<file path="config.mk">
export PLATFORM = sky130hd
export DESIGN_NAME = ternary_wallace_mul
export DESIGN_NICKNAME = d
export VERILOG_FILES = /design/src/rtl/ternary_wallace_mul.sv
export SDC_FILE = /design/constraint.sdc
export NUM_CORES = 1
export LEC_CHECK = 0
export CAP_MARGIN = 30
export CORE_MARGIN = 2
export CORE_UTILIZATION = 30
export DETAILED_ROUTE_END_ITERATION = 7
export DONT_BUFFER_PORTS = 1
export SYNTH_ARGS = -nofsm -noshare
export SYNTH_HDL_FRONTEND = slang
export SYNTH_SLANG_ARGS = --single-unit
</file>
<file path="constraint.sdc">
create_clock -name vclk -period 17.5
set_input_delay 0.875 -clock vclk [all_inputs]
set_output_delay 0.875 -clock vclk [all_outputs]
set_load 0.01 [all_outputs]
</file>
<file path="src/rtl/ternary_wallace_mul.sv">
module ternary_wallace_mul #(
  parameter int M = 5
) (
  input  logic [2*M-1:0] a,
  input  logic [2*M-1:0] b,
  output logic [4*M-1:0] p
);
  localparam int W = 2 * M;
  localparam int R = 2 * M;

  // sum of up to three digits -> {carry[1:0], sum trit[1:0]}
  function automatic logic [3:0] add3(input logic [1:0] x, input logic [1:0] y,
                                      input logic [1:0] z);
    logic [2:0] t;
    t = {1'b0, x} + {1'b0, y} + {1'b0, z};
    case (t)
      3'd0: add3 = 4'b00_00;
      3'd1: add3 = 4'b00_01;
      3'd2: add3 = 4'b00_10;
      3'd3: add3 = 4'b01_00;
      3'd4: add3 = 4'b01_01;
      3'd5: add3 = 4'b01_10;
      3'd6: add3 = 4'b10_00;
      default: add3 = 4'b00_00;
    endcase
  endfunction

  // one-trit multiply -> {carry bit, product trit}
  function automatic logic [2:0] tmul(input logic [1:0] x, input logic [1:0] y);
    case ({x, y})
      4'b01_01: tmul = 3'b0_01;
      4'b01_10: tmul = 3'b0_10;
      4'b10_01: tmul = 3'b0_10;
      4'b10_10: tmul = 3'b1_01;
      default:  tmul = 3'b0_00;
    endcase
  endfunction

  // row schedule after s stages: {row count, ternary-row mask}
  function automatic logic [63:0] walk(input int s);
    int n, nn, g;
    logic [31:0] t, nt;
    n = R;
    t = '0;
    for (int i = 0; i < R; i++) t[i] = (i % 2 == 0);
    for (int k = 0; k < s; k++) begin
      if (n > 2) begin
        nn = 0;
        nt = '0;
        for (g = 0; g + 3 <= n; g += 3) begin
          nt[nn]   = 1'b1;
          nt[nn+1] = (t[g] && t[g+1] && t[g+2]);
          nn += 2;
        end
        if (n - g == 2) begin
          if (!t[g] && !t[g+1]) begin
            nt[nn] = 1'b1;
            nn += 1;
          end else begin
            nt[nn]   = t[g];
            nt[nn+1] = t[g+1];
            nn += 2;
          end
        end else if (n - g == 1) begin
          nt[nn] = t[g];
          nn += 1;
        end
        n = nn;
        t = nt;
      end
    end
    walk = {n[31:0], t};
  endfunction

  function automatic int nstages();
    logic [63:0] w;
    int s;
    s = 0;
    w = walk(0);
    while (w[63:32] > 32'd2 && s < 64) begin
      s++;
      w = walk(s);
    end
    nstages = s;
  endfunction

  localparam int S = nstages();

  for (genvar s = 0; s <= S; s++) begin : stg
    logic [1:0] rw [R][W];
    if (s == 0) begin : pp
      always_comb begin
        logic [2:0] d;
        for (int r = 0; r < R; r++)
          for (int c = 0; c < W; c++) rw[r][c] = 2'b00;
        for (int i = 0; i < M; i++)
          for (int j = 0; j < M; j++) begin
            d = tmul(a[2*i +: 2], b[2*j +: 2]);
            rw[2*i][i+j]     = d[1:0];
            rw[2*i+1][i+j+1] = {1'b0, d[2]};
          end
      end
    end else begin : red
      localparam logic [63:0] PI = walk(s - 1);
      localparam int N  = int'(PI[63:32]);
      localparam logic [31:0] T = PI[31:0];
      localparam int G  = (N / 3) * 3;
      localparam int L0 = (G < R) ? G : R - 1;
      localparam int L1 = (G + 1 < R) ? G + 1 : R - 1;
      localparam bit BOTH_BIN = !T[L0] && !T[L1];
      always_comb begin
        logic [3:0] q;
        int nn;
        for (int r = 0; r < R; r++)
          for (int c = 0; c < W; c++) rw[r][c] = 2'b00;
        nn = 0;
        for (int g = 0; g + 3 <= N; g += 3) begin
          for (int c = 0; c < W; c++) begin
            q = add3(stg[s-1].rw[g][c], stg[s-1].rw[g+1][c], stg[s-1].rw[g+2][c]);
            rw[nn][c] = q[1:0];
            if (c + 1 < W) rw[nn+1][c+1] = q[3:2];
          end
          nn += 2;
        end
        if (N - G == 2) begin
          if (BOTH_BIN) begin
            for (int c = 0; c < W; c++) begin
              q = add3(stg[s-1].rw[L0][c], stg[s-1].rw[L1][c], 2'b00);
              rw[nn][c] = q[1:0];
            end
          end else begin
            for (int c = 0; c < W; c++) begin
              rw[nn][c]   = stg[s-1].rw[L0][c];
              rw[nn+1][c] = stg[s-1].rw[L1][c];
            end
          end
        end else if (N - G == 1) begin
          for (int c = 0; c < W; c++) rw[nn][c] = stg[s-1].rw[L0][c];
        end
      end
    end
  end

  logic [3:0] tail;
  logic       in_ok;

  always_comb begin
    logic cy;
    cy = 1'b0;
    tail = 4'b0;
    for (int c = 0; c < W; c++) begin
      tail = add3(stg[S].rw[0][c], stg[S].rw[1][c], {1'b0, cy});
      p[2*c +: 2] = tail[1:0];
      cy = tail[2];
    end
  end

  always_comb begin
    in_ok = 1'b1;
    for (int k = 0; k < M; k++)
      if (a[2*k +: 2] == 2'b11 || b[2*k +: 2] == 2'b11) in_ok = 1'b0;
  end

  always_comb begin
    logic bad;
    bad = 1'b0;
    for (int k = 0; k < W; k++) if (p[2*k +: 2] == 2'b11) bad = 1'b1;
    if (in_ok) begin

      out_code_chk: assert (!bad);

      no_overflow_chk: assert (tail[3:2] == 2'b00);

      if (a == '0 || b == '0) zero_operand_chk: assert (p == '0);

      if (b == {{(2*M-2){1'b0}}, 2'b01}) unit_operand_chk: assert (p == {{(2*M){1'b0}}, a});
    end
  end
endmodule

</file>
==> results.sh, run 1 <==
export IMPL_end_kind="primary output"
export IMPL_die_h_um=146
export IMPL_layout_area_overhead_vs_synth_pct=5.38
export IMPL_setup_viol=0
export IMPL_yosysWarnings=0
export IMPL_drive_gt1_frac=0.0236
export IMPL_holdCritStartpoint="b[1]"
export IMPL_postSynthAreaPerCell_um2=7.50
export IMPL_slowest_stage="fa_1"
export IMPL_finalCritPeriodShare=0.910
export IMPL_avgViaCountPerCell=4.68
export IMPL_run_status="finished, final reports clean"
export IMPL_worst_ep_arrival_time_ns=15.05
export IMPL_whs_path_depth=2
export IMPL_row_count=52
export IMPL_regArea_um2=0
export IMPL_min_period_ns=15.92
export IMPL_routedWlPerCell_um=11.2
export IMPL_cts_hold_buf=0
export IMPL_finalNonFillerCells=1075
export IMPL_yosysTopAreaCellShare=0.264
export IMPL_wl_um=12100
export IMPL_hp_class="in -> out"
export IMPL_min_delay_worst_endpoint="p[1]"
export IMPL_slowest_delay_ns=0.58
export IMPL_dr_pass1_iters=4
export IMPL_slew_headroom=0.563
export IMPL_nClkBuffers=0
export IMPL_syn_area_um2=6070
export IMPL_ant_nets=0
export IMPL_initial_utilization=0.303
export IMPL_antenna_found_initial=0
export IMPL_nNetsFinal=957
export IMPL_totalPowerFinal_mw=0.747
export IMPL_seq_cell_count=0
export IMPL_cp_start_kind="input port"
export IMPL_tns_ns=0
export IMPL_drc=0
export IMPL_diodes=0
export IMPL_dp_final_hpwl_um=10900
export IMPL_synth_top_area_cell="fa_1"
export IMPL_gp_congestion=0.911
export IMPL_vias=5033
export IMPL_p_leak_nw=2.85
export IMPL_die_w_um=146
export IMPL_hold_viol=0
export IMPL_grtUsageTotal=0.119
export IMPL_grt_max_degree=12
export IMPL_synth_most_common_cell="nor2_1"
export IMPL_yosysUniqueCellTypes=35
export IMPL_max_cap_violations=0
export IMPL_globalRouteOverflowTotal=0
export IMPL_crit_required_ns=16.62
export IMPL_critPathMostFrequentCell="fa_1"
export IMPL_core_um2=20000
export IMPL_max_freq_mhz=62.8
export IMPL_ios=40
export IMPL_numPortBuffers=0
export IMPL_dp_cells=1075
export IMPL_finalMaxSlewViolations=0
export IMPL_worst_setup_path_type="in -> out"
export IMPL_cp_max_fo=10
export IMPL_powerDensity_nw_per_um2=117
export IMPL_synth_area_leaders="fa_1 26%, ha_1 10%, nor2_1 6.9%"
export IMPL_synth_cells=809
export IMPL_grt_pass1_wl_um=22300
export IMPL_grt_pass1_vias=4943
export IMPL_tightestPinTransition_ns=0.655
export IMPL_cts_resized=0
export IMPL_ys_seq_area_frac=0
export IMPL_post_cts_buffers=0
export IMPL_dieArea_um2=21400
export IMPL_rsz0062_at_grt="false"
export IMPL_peakVddDrop_v=0.0000565
export IMPL_drt_iter0_drc=270
export IMPL_ys_top_cells_by_count="111 x nor2_1, 102 x nand2_1, 80 x fa_1"
==> layer usage <==
layer	global-route usage	vias up	share of wire
met4	0.00825	0	0.0082
met1	0.158	2270	0.47
met2	0.222	69	0.49
met5	0	-	0
met3	0.00938	11	0.031
li1	-	2683	-
==> power by group <==
| group | switching, mW | total, mW | internal, mW | leakage (nW) |
|---|---|---|---|---|
| logic | 0.454 | 0.747 | 0.293 | 2.85 |
| clock network | 0 | 0 | 0 | 0 |
| registers | 0 | 0 | 0 | 0 |
| total | 0.454 | 0.747 | 0.293 | 2.85 |
==> worst max-delay path, delay by kind of cell <==
family          cells  cell delay, ns
simple gates        8            1.62
xor+xnor            3            0.63
mux                 6            1.20
fa+ha+maj          24            9.48
compound gates      3            0.63
buf+inv             9            0.60
==> metrics by stage <==
stage                     setup WS, ns  hold WS (ns)   util  area [µm²]
after global routing             0.586          1.98  0.319        6390
after floorplan                   2.43          1.94      -        6080
after global placement            1.73          1.98  0.319        6390
final                             1.58          1.97  0.319        6390
after detailed placement          1.54          1.98  0.319        6390
after CTS                         1.53          1.98  0.319        6390
==> cells in the final DEF, fill, tap and decap left out, drive strengths merged, types with 10 or more instances in the layout <==
master  count
nand2b     67
inv        57
xor2       46
nand2     102
fa         80
and3       13
xnor2      25
nor2      111
ha         50
nand3b     10
o22ai      24
a21oi      30
nor2b      24
mux2i      22
a22oi      17
nand3      24
nor3       14
o21ai      34
==> how the worst max path moves through the flow <==
| stage | from | endpoint | slack, ns | cells past startpoint |
|---|---|---|---|---|
| floorplan | b[3] | p[19] | 2.43 | 53 |
| detailed placement | b[3] | p[19] | 1.54 | 53 |
| global route | b[3] | p[19] | 0.59 | 53 |
| CTS | b[3] | p[19] | 1.53 | 53 |
| finish | b[3] | p[19] | 1.58 | 53 |
| global placement | b[3] | p[19] | 1.73 | 52 |
==> cell type report <==
type	count	area, µm²
multi-input combinational	747	5830
fill	2194	13600
timing repair buffer	1	7.51
tap	270	338
inverter	57	214
==> kinds of logic after synthesis <==
family / synth area share
adder cells (fa/ha/maj): 0.367
AO/OA/AOI/OAI: 0.116
other: 0.00124
AND/OR/NAND/NOR: 0.321
buffers and inverters: 0.0415
multiplexers: 0.0505
XOR/XNOR: 0.103
(Power assumes the default switching activity.)
==> run 2: changes to the inputs <==
--- a/config.mk
+++ b/config.mk
@@ -6,6 +6,7 @@
 export NUM_CORES = 1
 export LEC_CHECK = 0
 export CAP_MARGIN = 30
+export CORE_ASPECT_RATIO = 1.1
 export CORE_MARGIN = 2
 export CORE_UTILIZATION = 30
 export DETAILED_ROUTE_END_ITERATION = 7
==> run 2 against run 1 <==
Clock-buffer cell count unchanged. Utilization rose by 0.17 points. Global-route usage is 0.12 points lower. Largest power group unchanged. Critical endpoint unchanged. Setup slack better by 0.069 ns. Critical path depth shrank 1. First-iteration DRC count is 11% lower. Worst hold slack improved by 0.0049 ns. Fmax up 0.44%. Non-clock buffer count unchanged. Combinational power about the same. Sequential share of layout area did not move. Final area down 0.35%.
==> results.sh, run 2 (same netlist as run 1, synthesis figures left out) <==
export IMPL_critPathMostFrequentCell="fa_1"
export IMPL_worst_setup_path_type="in -> out"
export IMPL_cts_resized=0
export IMPL_min_period_ns=15.85
export IMPL_run_status="finished, final reports clean"
export IMPL_die_h_um=153
export IMPL_numPortBuffers=0
export IMPL_powerDensity_nw_per_um2=118
export IMPL_max_cap_violations=0
export IMPL_cts_hold_buf=0
export IMPL_diodes=0
export IMPL_row_count=54
export IMPL_dp_final_hpwl_um=10900
export IMPL_post_cts_buffers=0
export IMPL_dr_pass1_iters=5
export IMPL_fin_ws_ns=1.65
export IMPL_grt_pass1_vias=4984
export IMPL_hold_viol=0
export IMPL_nNetsFinal=957
export IMPL_ios=40
export IMPL_cp_max_fo=9
export IMPL_worst_ep_arrival_time_ns=14.98
export IMPL_grtUsageTotal=0.118
export IMPL_final_common_cell="nor2_1"
export IMPL_tns_ns=0
export IMPL_max_freq_mhz=63.1
export IMPL_slowest_stage="nor2b_1"
export IMPL_layout_common_cells="111 x nor2_1, 102 x nand2_1, 80 x fa_1"
export IMPL_seq_cell_count=0
export IMPL_gp_congestion=0.865
export IMPL_drc=0
export IMPL_grt_max_degree=12
export IMPL_wl_um=12100
export IMPL_antenna_found_initial=0
export IMPL_initial_utilization=0.305
export IMPL_dp_cells=1057
export IMPL_die_w_um=140
export IMPL_core_um2=19900
export IMPL_drt_iter0_drc=241
export IMPL_finalNonFillerCells=1057
export IMPL_avgViaCountPerCell=4.75
export IMPL_nClkBuffers=0
export IMPL_crit_required_ns=16.62
export IMPL_end_kind="primary output"
export IMPL_globalRouteOverflowTotal=0
export IMPL_drive_gt1_frac=0.0236
export IMPL_grt_pass1_wl_um=22200
export IMPL_peakVddDrop_v=0.0000662
export IMPL_regArea_um2=0
export IMPL_finalMaxSlewViolations=0
export IMPL_vias=5016
export IMPL_slowest_delay_ns=0.54
export IMPL_dieArea_um2=21400
export IMPL_fin_util=0.321
export IMPL_cp_start_kind="input port"
export IMPL_ant_nets=0
export IMPL_routedWlPerCell_um=11.5
export IMPL_hp_class="in -> out"
export IMPL_tightestPinTransition_ns=0.680
export IMPL_slew_headroom=0.546
export IMPL_setup_viol=0
export IMPL_finalCritPeriodShare=0.906
export IMPL_place_ws_ns=1.55
export IMPL_p_leak_nw=2.85
export IMPL_rsz0062_at_grt="false"
export IMPL_layout_area_overhead_vs_synth_pct=5.01
==> run 2: cell counts in the layout (fill, tap and decap cells not counted) <==
No cell type changed its count.
==> run 2: worst paths after layout <==
kind | endpoint | cells past startpoint | slack [ns] | startpoint
worst min-delay path | p[1] | 2 | 1.98 | b[1]
worst max-delay path | p[19] | 52 | 1.65 | b[5]
==> run 2: cell type report <==
cell class,count,area [µm²]
multi-input cells,747,5830
inverters,57,214
well taps,252,315
fillers,2196,13500
repair buffers,1,7.51
==> run 2: power breakdown <==
part | internal (mW) | leakage (nW) | switching [mW]
registers | 0 | 0 | 0
clock network | 0 | 0 | 0
logic | 0.293 | 2.85 | 0.456
total | 0.293 | 2.85 | 0.456
==> run 2: per-stage QoR <==
step	area, µm²	hold slack, ns	power (mW)
2_1_floorplan	6080	1.94	0.630
3_3_place_gp	6370	1.98	0.753
3_5_place_dp	6370	1.98	0.761
4_1_cts	6370	1.98	0.765
5_1_grt	6370	1.99	0.877
6_report	6370	1.98	0.749
==> run 2: worst max-delay path, delay by kind of cell <==
family          cells  cell delay [ns]
buf+inv             8             0.52
compound gates      4             0.89
simple gates        8             1.65
fa+ha+maj          24             9.58
xor+xnor            3             0.64
mux                 5             0.82
==> run 2: routing by layer <==
| metal | up-vias | global-route usage | wire, µm | part of all wire |
|---|---|---|---|---|
| met1 | 2276 | 0.154 | 5710 | 0.47 |
| met4 | 0 | 0.00476 | 0 | 0 |
| met2 | 58 | 0.228 | 6150 | 0.51 |
| li1 | 2682 | - | - | - |
| met5 | - | 0 | 0 | 0 |
| met3 | 0 | 0.00313 | 272 | 0.022 |
